<file path="config.mk">
export PLATFORM = sky130hd
export DESIGN_NAME = mfm_period_decoder
export DESIGN_NICKNAME = d
export VERILOG_FILES = /design/src/rtl/mfm_dec_pkg.sv /design/src/rtl/mfm_edge_sync.sv /design/src/rtl/mfm_gap_timer.sv /design/src/rtl/mfm_bit_engine.sv /design/src/rtl/mfm_period_decoder.sv
export SDC_FILE = /design/constraint.sdc
export NUM_CORES = 1
export LEC_CHECK = 0
export ABC_CLOCK_PERIOD_IN_PS = 2900
export BUFFER_PORTS_ARGS = -buffer_cell sky130_fd_sc_hd__buf_2
export CAP_MARGIN = 10
export CORE_MARGIN = 4
export CORE_UTILIZATION = 40
export DETAILED_ROUTE_END_ITERATION = 8
export PLACE_DENSITY = 0.58
export SETUP_SLACK_MARGIN = 0.05
export SYNTH_ARGS = -nofsm -noshare
export SYNTH_HDL_FRONTEND = slang
export SYNTH_SLANG_ARGS = --single-unit
</file>
<file path="constraint.sdc">
create_clock -name clk -period 2.9 [get_ports clk]
set_input_delay 0.145 -clock clk [delete_from_list [all_inputs] [get_ports clk]]
set_output_delay 0.145 -clock clk [all_outputs]
set_load 0.1 [all_outputs]
</file>
<file path="src/rtl/mfm_dec_pkg.sv">
package mfm_dec_pkg;

    typedef enum logic [1:0] {
        GAP_SHORT = 2'd0,
        GAP_LONG  = 2'd1,
        GAP_VLONG = 2'd2
    } gap_class_t;

endpackage

</file>
<file path="src/rtl/mfm_edge_sync.sv">
module mfm_edge_sync (
    input  logic clk,
    input  logic rst,
    input  logic line_in,
    output logic rise_pulse
);

    typedef struct packed {
        logic meta;
        logic sync;
        logic last;
    } sync_regs_t;

    sync_regs_t r_d, r_q;

    always_comb begin
        r_d      = r_q;
        r_d.meta = line_in;
        r_d.sync = r_q.meta;
        r_d.last = r_q.sync;
    end

    always_ff @(posedge clk) begin
        if (rst) r_q <= '0;
        else     r_q <= r_d;
    end

    assign rise_pulse = r_q.sync & ~r_q.last;

    AST_NO_DOUBLE_RISE: assert property (@(posedge clk) disable iff (rst)
        rise_pulse |=> !rise_pulse);

endmodule

</file>
<file path="src/rtl/mfm_gap_timer.sv">
module mfm_gap_timer
    import mfm_dec_pkg::*;
#(
    parameter int CNT_W     = 8,
    parameter int SHORT_MAX = 12,
    parameter int LONG_MAX  = 18
) (
    input  logic       clk,
    input  logic       rst,
    input  logic       rise_pulse,
    output logic       gap_vld,
    output gap_class_t gap_cls
);

    localparam logic [CNT_W-1:0] CNT_TOP   = {CNT_W{1'b1}};
    localparam logic [CNT_W-1:0] SHORT_LIM = CNT_W'(SHORT_MAX);
    localparam logic [CNT_W-1:0] LONG_LIM  = CNT_W'(LONG_MAX);

    typedef struct packed {
        logic [CNT_W-1:0] count;
        logic             armed;
        logic             vld;
        gap_class_t       cls;
    } timer_regs_t;

    timer_regs_t t_d, t_q;

    always_comb begin
        t_d     = t_q;
        t_d.vld = 1'b0;
        if (rise_pulse) begin
            t_d.count = CNT_W'(1);
            t_d.armed = 1'b1;
            t_d.vld   = t_q.armed;
            if (t_q.count <= SHORT_LIM)     t_d.cls = GAP_SHORT;
            else if (t_q.count <= LONG_LIM) t_d.cls = GAP_LONG;
            else                            t_d.cls = GAP_VLONG;
        end else if (t_q.count != CNT_TOP) begin
            t_d.count = t_q.count + CNT_W'(1);
        end
    end

    always_ff @(posedge clk) begin
        if (rst) t_q <= '{count: '0, armed: 1'b0, vld: 1'b0, cls: GAP_SHORT};
        else     t_q <= t_d;
    end

    assign gap_vld = t_q.vld;
    assign gap_cls = t_q.cls;

    AST_CNT_SATURATES: assert property (@(posedge clk) disable iff (rst)
        (t_q.count == CNT_TOP && !rise_pulse) |=> t_q.count == CNT_TOP);

    AST_FIRST_EDGE_QUIET: assert property (@(posedge clk) disable iff (rst)
        (!t_q.armed && rise_pulse) |=> !gap_vld);

    AST_CLASS_LEGAL: assert property (@(posedge clk) disable iff (rst)
        gap_vld |-> gap_cls != 2'd3);

endmodule

</file>
<file path="src/rtl/mfm_bit_engine.sv">
module mfm_bit_engine
    import mfm_dec_pkg::*;
(
    input  logic       clk,
    input  logic       rst,
    input  logic       gap_vld,
    input  gap_class_t gap_cls,
    output logic       bit_out,
    output logic       bit_valid
);

    typedef struct packed {
        logic       cur;
        logic [1:0] phase;
        logic       pend;
        logic       pend_bit;
        logic       obit;
        logic       ovld;
    } eng_regs_t;

    eng_regs_t e_d, e_q;

    always_comb begin
        e_d      = e_q;
        e_d.ovld = 1'b0;
        if (gap_vld) begin
            e_d.ovld = 1'b1;
            unique case (gap_cls)
                GAP_VLONG: begin
                    e_d.obit     = 1'b1;
                    e_d.pend     = 1'b1;
                    e_d.pend_bit = 1'b0;
                    e_d.phase    = 2'd0;
                end
                GAP_LONG: begin
                    e_d.obit = e_q.cur;
                    e_d.cur  = ~e_q.cur;
                    if (e_q.phase == 2'd2) begin
                        e_d.pend     = 1'b1;
                        e_d.pend_bit = e_q.cur;
                        e_d.phase    = 2'd1;
                    end else begin
                        e_d.pend     = ~e_q.cur;
                        e_d.pend_bit = 1'b0;
                        e_d.phase    = (e_q.phase == 2'd0) ? 2'd1 : 2'd2;
                    end
                end
                default: begin
                    e_d.obit  = e_q.cur;
                    e_d.pend  = 1'b0;
                    e_d.phase = 2'd0;
                end
            endcase
        end else if (e_q.pend) begin
            e_d.ovld = 1'b1;
            e_d.obit = e_q.pend_bit;
            e_d.pend = 1'b0;
        end
    end

    always_ff @(posedge clk) begin
        if (rst) e_q <= '0;
        else     e_q <= e_d;
    end

    assign bit_out   = e_q.obit;
    assign bit_valid = e_q.ovld;

    AST_PHASE_RANGE: assert property (@(posedge clk) disable iff (rst)
        e_q.phase != 2'd3);

    AST_VLONG_ONE_FIRST: assert property (@(posedge clk) disable iff (rst)
        (gap_vld && gap_cls == GAP_VLONG) |=> (bit_valid && bit_out));

    AST_VLONG_KEEPS_CUR: assert property (@(posedge clk) disable iff (rst)
        (gap_vld && gap_cls == GAP_VLONG) |=> e_q.cur == $past(e_q.cur));

    AST_SHORT_CLEARS_PHASE: assert property (@(posedge clk) disable iff (rst)
        (gap_vld && gap_cls == GAP_SHORT) |=> e_q.phase == 2'd0);

    AST_LONG_FLIPS_CUR: assert property (@(posedge clk) disable iff (rst)
        (gap_vld && gap_cls == GAP_LONG) |=> e_q.cur != $past(e_q.cur));

    AST_PHASE2_RETURNS: assert property (@(posedge clk) disable iff (rst)
        (gap_vld && gap_cls == GAP_LONG && e_q.phase == 2'd2) |=> e_q.phase == 2'd1);

    AST_PAIR_BACK_TO_BACK: assert property (@(posedge clk) disable iff (rst)
        (bit_valid && e_q.pend) |=> bit_valid);

endmodule

</file>
<file path="src/rtl/mfm_period_decoder.sv">
module mfm_period_decoder #(
    parameter int CNT_W     = 8,
    parameter int SHORT_MAX = 12,
    parameter int LONG_MAX  = 18
) (
    input  logic clk,
    input  logic rst,
    input  logic mfm_in,
    output logic bit_out,
    output logic bit_valid
);

    import mfm_dec_pkg::*;

    logic       rise_pulse;
    logic       gap_vld;
    gap_class_t gap_cls;

    mfm_edge_sync u_sync (
        .clk        (clk),
        .rst        (rst),
        .line_in    (mfm_in),
        .rise_pulse (rise_pulse)
    );

    mfm_gap_timer #(
        .CNT_W     (CNT_W),
        .SHORT_MAX (SHORT_MAX),
        .LONG_MAX  (LONG_MAX)
    ) u_timer (
        .clk        (clk),
        .rst        (rst),
        .rise_pulse (rise_pulse),
        .gap_vld    (gap_vld),
        .gap_cls    (gap_cls)
    );

    mfm_bit_engine u_engine (
        .clk       (clk),
        .rst       (rst),
        .gap_vld   (gap_vld),
        .gap_cls   (gap_cls),
        .bit_out   (bit_out),
        .bit_valid (bit_valid)
    );

    AST_RESET_QUIET: assert property (@(posedge clk)
        rst |=> !bit_valid);

endmodule

</file>
### Yosys cells after proc, flatten, opt, wreduce, memory -nomap -nowiden

Index checks and enable logic that the tools add are counted.

| cells by class | value |
|---|---|
| $add $sub $neg | 1 |
| multipliers | 0 |
| div/mod/pow operators | 0 |
| $lt $le $gt $ge | 2 |
| eq/ne operators | 4 |
| shift operators | 0 |
| muxes and demuxes | 11 |
| bitwise operators | 5 |
| reductions and logical operators | 9 |

Operators with widths:

| kind | number |
|---|---|
| 2-bit two-way mux | 5 |
| 8-bit by 1-bit adder with 8-bit output, second input constant | 1 |
| 8-bit by 4-bit less-or-equal comparator with 1-bit output, second input constant | 1 |
| 8-bit by 5-bit less-or-equal comparator with 1-bit output, second input constant | 1 |
| 8-bit != test, second input constant | 1 |
| 3-bit case mux with 2 select lines | 1 |
| 2-bit nonzero test | 3 |
| 2-bit OR reduction | 3 |
| 2-bit == test, second input constant | 2 |
| 4-bit two-way mux | 1 |
| 1-bit NOT | 4 |
| 2-bit AND reduction | 2 |
| 1-bit two-way mux | 3 |
| 2-bit by 1-bit == test with 1-bit output, second input constant | 1 |
| 2-bit zero test | 1 |
| 1-bit case mux with 2 select lines | 1 |
| 1-bit bitwise AND | 1 |

| word-level totals | value |
|---|---|
| register bits after elaboration | 22 |
| latch bits | 0 |
| bits in writable memories | 0 |
| ROM bits | 0 |
| input port bits | 3 |
| word-level logic and storage cells | 46 |
| memories | 0 |

### Longest topological paths before layout

| depth | value |
|---|---|
| word-level depth | 4 |
| depth in mapped cells | 5 |
| depth with buffers taken out | 5 |

### By module

Synthesis repeated with hierarchy kept, for this count alone.

| unflattened totals | value |
|---|---|
| cell total of the unflattened synthesis | 108 |
| area total of the unflattened synthesis | 1053.5 um2 |

Modules (own cells, without submodules):

| module | instances | cells each | area an instance (um2) |
|---|---|---|---|
| mfm_gap_timer | 1 | 66 | 599.3 |
| mfm_bit_engine | 1 | 35 | 366.6 |
| mfm_edge_sync | 1 | 7 | 87.6 |

### Worst setup path after synthesis

OpenSTA, ideal clock, no wires.

| timing | value |
|---|---|
| path type | reg2reg |
| from | reg u_engine.bit_out (netlist name) |
| to | reg u_engine.e_q, in the netlist u_engine.bit_out |
| setup time | 0.086 ns |
| arrival time | 1.367 ns |
| data required time | 2.814 ns |
| path slack | 1.448 ns |
| cell stages (with the launch flop) | 4 |
| period minus slack after synthesis | 1.452 ns |
| cell sequence | dfxtp_1 > nor2b_1 > a211oi_1 > a211oi_1 |

RTL lines:

| element | RTL line | RTL |
|---|---|---|
| to (signal assigned) | mfm_bit_engine.sv:62 | `if (rst) e_q <= '0;` |
| to (signal assigned) | mfm_bit_engine.sv:63 | `else e_q <= e_d;` |
| to (decl) | mfm_bit_engine.sv:21 | `eng_regs_t e_d, e_q;` |

### Final worst setup path

| timing | value |
|---|---|
| from | reg u_timer.t_q[5] (netlist bit) |
| to | reg u_timer.t_q[4] (netlist bit) |

| between the ends | value |
|---|---|
| cells in the longest elaborated chain, start to end | 2 |

RTL lines:

| element | RTL line | RTL |
|---|---|---|
| from (decl) | mfm_gap_timer.sv:26 | `timer_regs_t t_d, t_q;` |
| from (signal assigned) | mfm_gap_timer.sv:44 | `if (rst) t_q <= '{count: '0, armed: 1'b0, vld: 1'b0, cls: GAP_SHORT};` |
| from (signal assigned) | mfm_gap_timer.sv:45 | `else t_q <= t_d;` |
| 8-bit != test | mfm_gap_timer.sv:38 | `end else if (t_q.count != CNT_TOP) begin` |
| 2-bit nonzero test (no source line) | -- |  |

Every way passes these cells.
A chain may end at the register's enable or synchronous reset.

==> results.ini <==
[die]
dieArea_sq_um = 3410
core_area_sq_um = 2318
pin_count = 5
die_y_microns = 58.40
rows = 17
die_w_microns = 58.40
initial_utilization_pct = 43.82

[pwr]
p_sw_w = 0.0001146
cellPowerDensity_nw_per_um2 = 480.1
sw_frac_of_total_pct = 22.31
power.internal_w = 0.0003990
seqPwrFrac_pct = 61.3
power_frac_clock_pct = 32.4
power_frac_comb_pct = 6.3
power_leakage_nw = 0.4144
peakVddDrop_mv = 0.2357

[synthesis]
synth-edff-count = 0
netlist_area_sq_um = 1016
yosys-top-cells-area = dfxtp_1 43%, ha_1 4.9%, nor2b_1 4.3%, nor2_1 3.3%, buf_6 3.3%
yosysSeqAreaShare_pct = 43.35
ys_top_cells_by_count = 22 x dfxtp_1, 9 x nor2_1, 7 x inv_1, 7 x nor2b_1, 6 x a21oi_1
yosysMostFrequentCell = dfxtp_1
synthArstFlopShare_pct = 0
yosysUniqueCellTypes = 39
synth_top_area_share_pct = 43.35
synthCells = 108
yosys_warnings = 0
synth_ff_type = dfxtp_1
synth_area_per_cell_sq_um = 9.407
synth_seq_cells = 22
synth_nets = 115
yosysTopAreaCell = dfxtp_1

[critical_path]
crit_path_start_kind = flip-flop
worstPathArrival_ps = 1790
setup.worst_path.end_class = flip-flop
required_ps = 3120
critPathMaxStageDelay_ps = 420
crit_chain = ha_1 -> and4_1 -> a211oi_2 -> a311oi_2
worstSetupPathType = reg -> reg
worstPathMaxFanout = 7
critical-path-top-delay-family = flip-flops
cp_num_buf_inv = 0
critPathSlowestCell = dfxtp_1

[status]
run_status = finished clean

[routing]
ant_nets = 0
num_vias = 751
post_drt_wl_per_cell_microns = 12.51
vias_per_cell = 5.364
dr.first_iter.drc_count = 17
drc = 0
wl_microns = 1752
dr.pass1.iters = 4

[clock_network]
cts.path.max_buffers = 2
post_cts_resized = 0
cts_hold_buf = 0
post_cts_buffers = 0
cts_buffers = 3
insertion_delay_ps = 300
cts_num_sinks = 22
htree_levels = 1
cts_tree = built
root_buffer = clkbuf_4
clk_pin_slew_ps = 120

[sta]
min_period_ps = 1564
finClkSkew_ps = 2.784
timing.fmax_ghz = 0.6392
slew_violations = 0
tightest_slew_ps = 484.0
period_share_pct = 53.94
rsz0062_at_grt = false
finalSetupTns_ps = 0
whs_ps = 50.52
relSlewSlack_pct = 67.95
hold_viol = 0
finalSetupViolations = 0

[final_layout]
n_antenna_cell = 0
drive_gt1_share_pct = 11.61
final_cell_area_sq_um = 1070
fill_cells = 231
area_growth_pct = 5.296
utilization_pct = 46.14
nets = 120

[placement]
hpwl_microns = 1253
placed_area_sq_um = 1033
portBuffers = 4
place_congestion = 0.7723

[global_routing]
overflow = 0
grt_max_degree = 16
grt_pass1_vias = 696
antenna_found_initial = 0
grt_pass1_wl_microns = 3091
grt_usage_pct = 11.56

[min_path]
hold_path_class = in -> reg

[flow_run]
max_cap_violations = 0

==> final timing paths <==
check | start | endpoint | slack (ps) | cells after the start
worst max-delay path | u_timer.t_q[5] | u_timer.t_q[4] | 1340 | 4
worst min-delay path | mfm_in | u_sync.r_d[1] | 50 | 2
worst max register to register | u_timer.t_q[5] | u_timer.t_q[4] | 1340 | 4
worst min register to register | u_sync.r_d[1] | u_sync.r_d[0] | 460 | 1
==> state kept, by name, summed over array words and instances (netlist names) <==
name and flops:
u_timer.t_q 9, u_engine.e_q 5, u_sync.r_d 2, u_timer.gap_cls 2, u_engine.bit_out 1, u_engine.bit_valid 1, u_sync.r_q 1, u_timer.gap_vld 1
==> final cells by class <==
type                            instances  area, sq um  area share (%)
Multi-Input combinational cell         75        511.7           47.84
Clock buffer                            4        36.28           3.392
Sequential cell                        22        440.4           41.17
Timing Repair Buffer                    4        20.02           1.871
Inverter                                7        26.28           2.456
Tap cell                               28        35.03           3.275
==> per-layer routing <==
layer	wire length, microns	vias to the layer above	share of wire (%)	GRT usage (%)
met5	0	-	0	0
met4	16	0	0.91	3.974
met3	64	2	3.7	3.947
met2	733	11	42	17.38
met1	938	346	54	15.35
li1	-	392	-	-
==> power groups by stage <==
stage | clock network, W | registers (W) | logic [W]
6_report | 0.000166 | 0.000315 | 0.0000323
5_1_grt | 0.000189 | 0.000316 | 0.0000363
4_1_cts | 0.000174 | 0.000315 | 0.0000325
3_5_place_dp | 0 | 0.000322 | 0.0000322
3_3_place_gp | 0 | 0.000321 | 0.0000317
2_1_floorplan | 0 | 0.000321 | 0.0000241
==> kinds of logic after synthesis <==
logic type | share of synthesized area (%)
AO/OA/AOI/OAI | 16.99
buffers and inverters | 6.281
multiplexers | 0.9853
adder cells (fa/ha/maj) | 4.926
AND/OR/NAND/NOR | 26.60
XOR/XNOR | 0.8622
flip-flops | 43.35
==> through the flow <==
| step | worst slack (ps) | power (W) | std cells |
|---|---|---|---|
| finish | 1336 | 0.0005136 | 140 |
| global route | 1199 | 0.0005416 | 140 |
| CTS | 1359 | 0.0005207 | 140 |
| detailed placement | 1385 | 0.0003537 | 136 |
| global placement | 1462 | 0.0003527 | 136 |
| floorplan | 1448 | 0.0003453 | 108 |
==> worst reg2reg max path, delay by kind of cell, from the launching register on <==
family | cells | cell delay, ps
simple gates | 1 | 390
flops | 1 | 420
compound gates | 2 | 370
fa+ha+maj | 1 | 310
==> layout by cell type (no fill, tap or decap), drive strengths merged, types with 2 or more instances in the layout <==
cell and instances:
nand4 2, and3 2, nor3b 2, a211oi 4, nor3 4, ha 4
a21oi 6, inv 7, o21ai 2, nand3 5, nand2 5, nor2b 7
dfxtp 22, nand2b 4, nor2 9, clkbuf 4, buf 4
No activity file was read; power rests on OpenSTA's default activity.
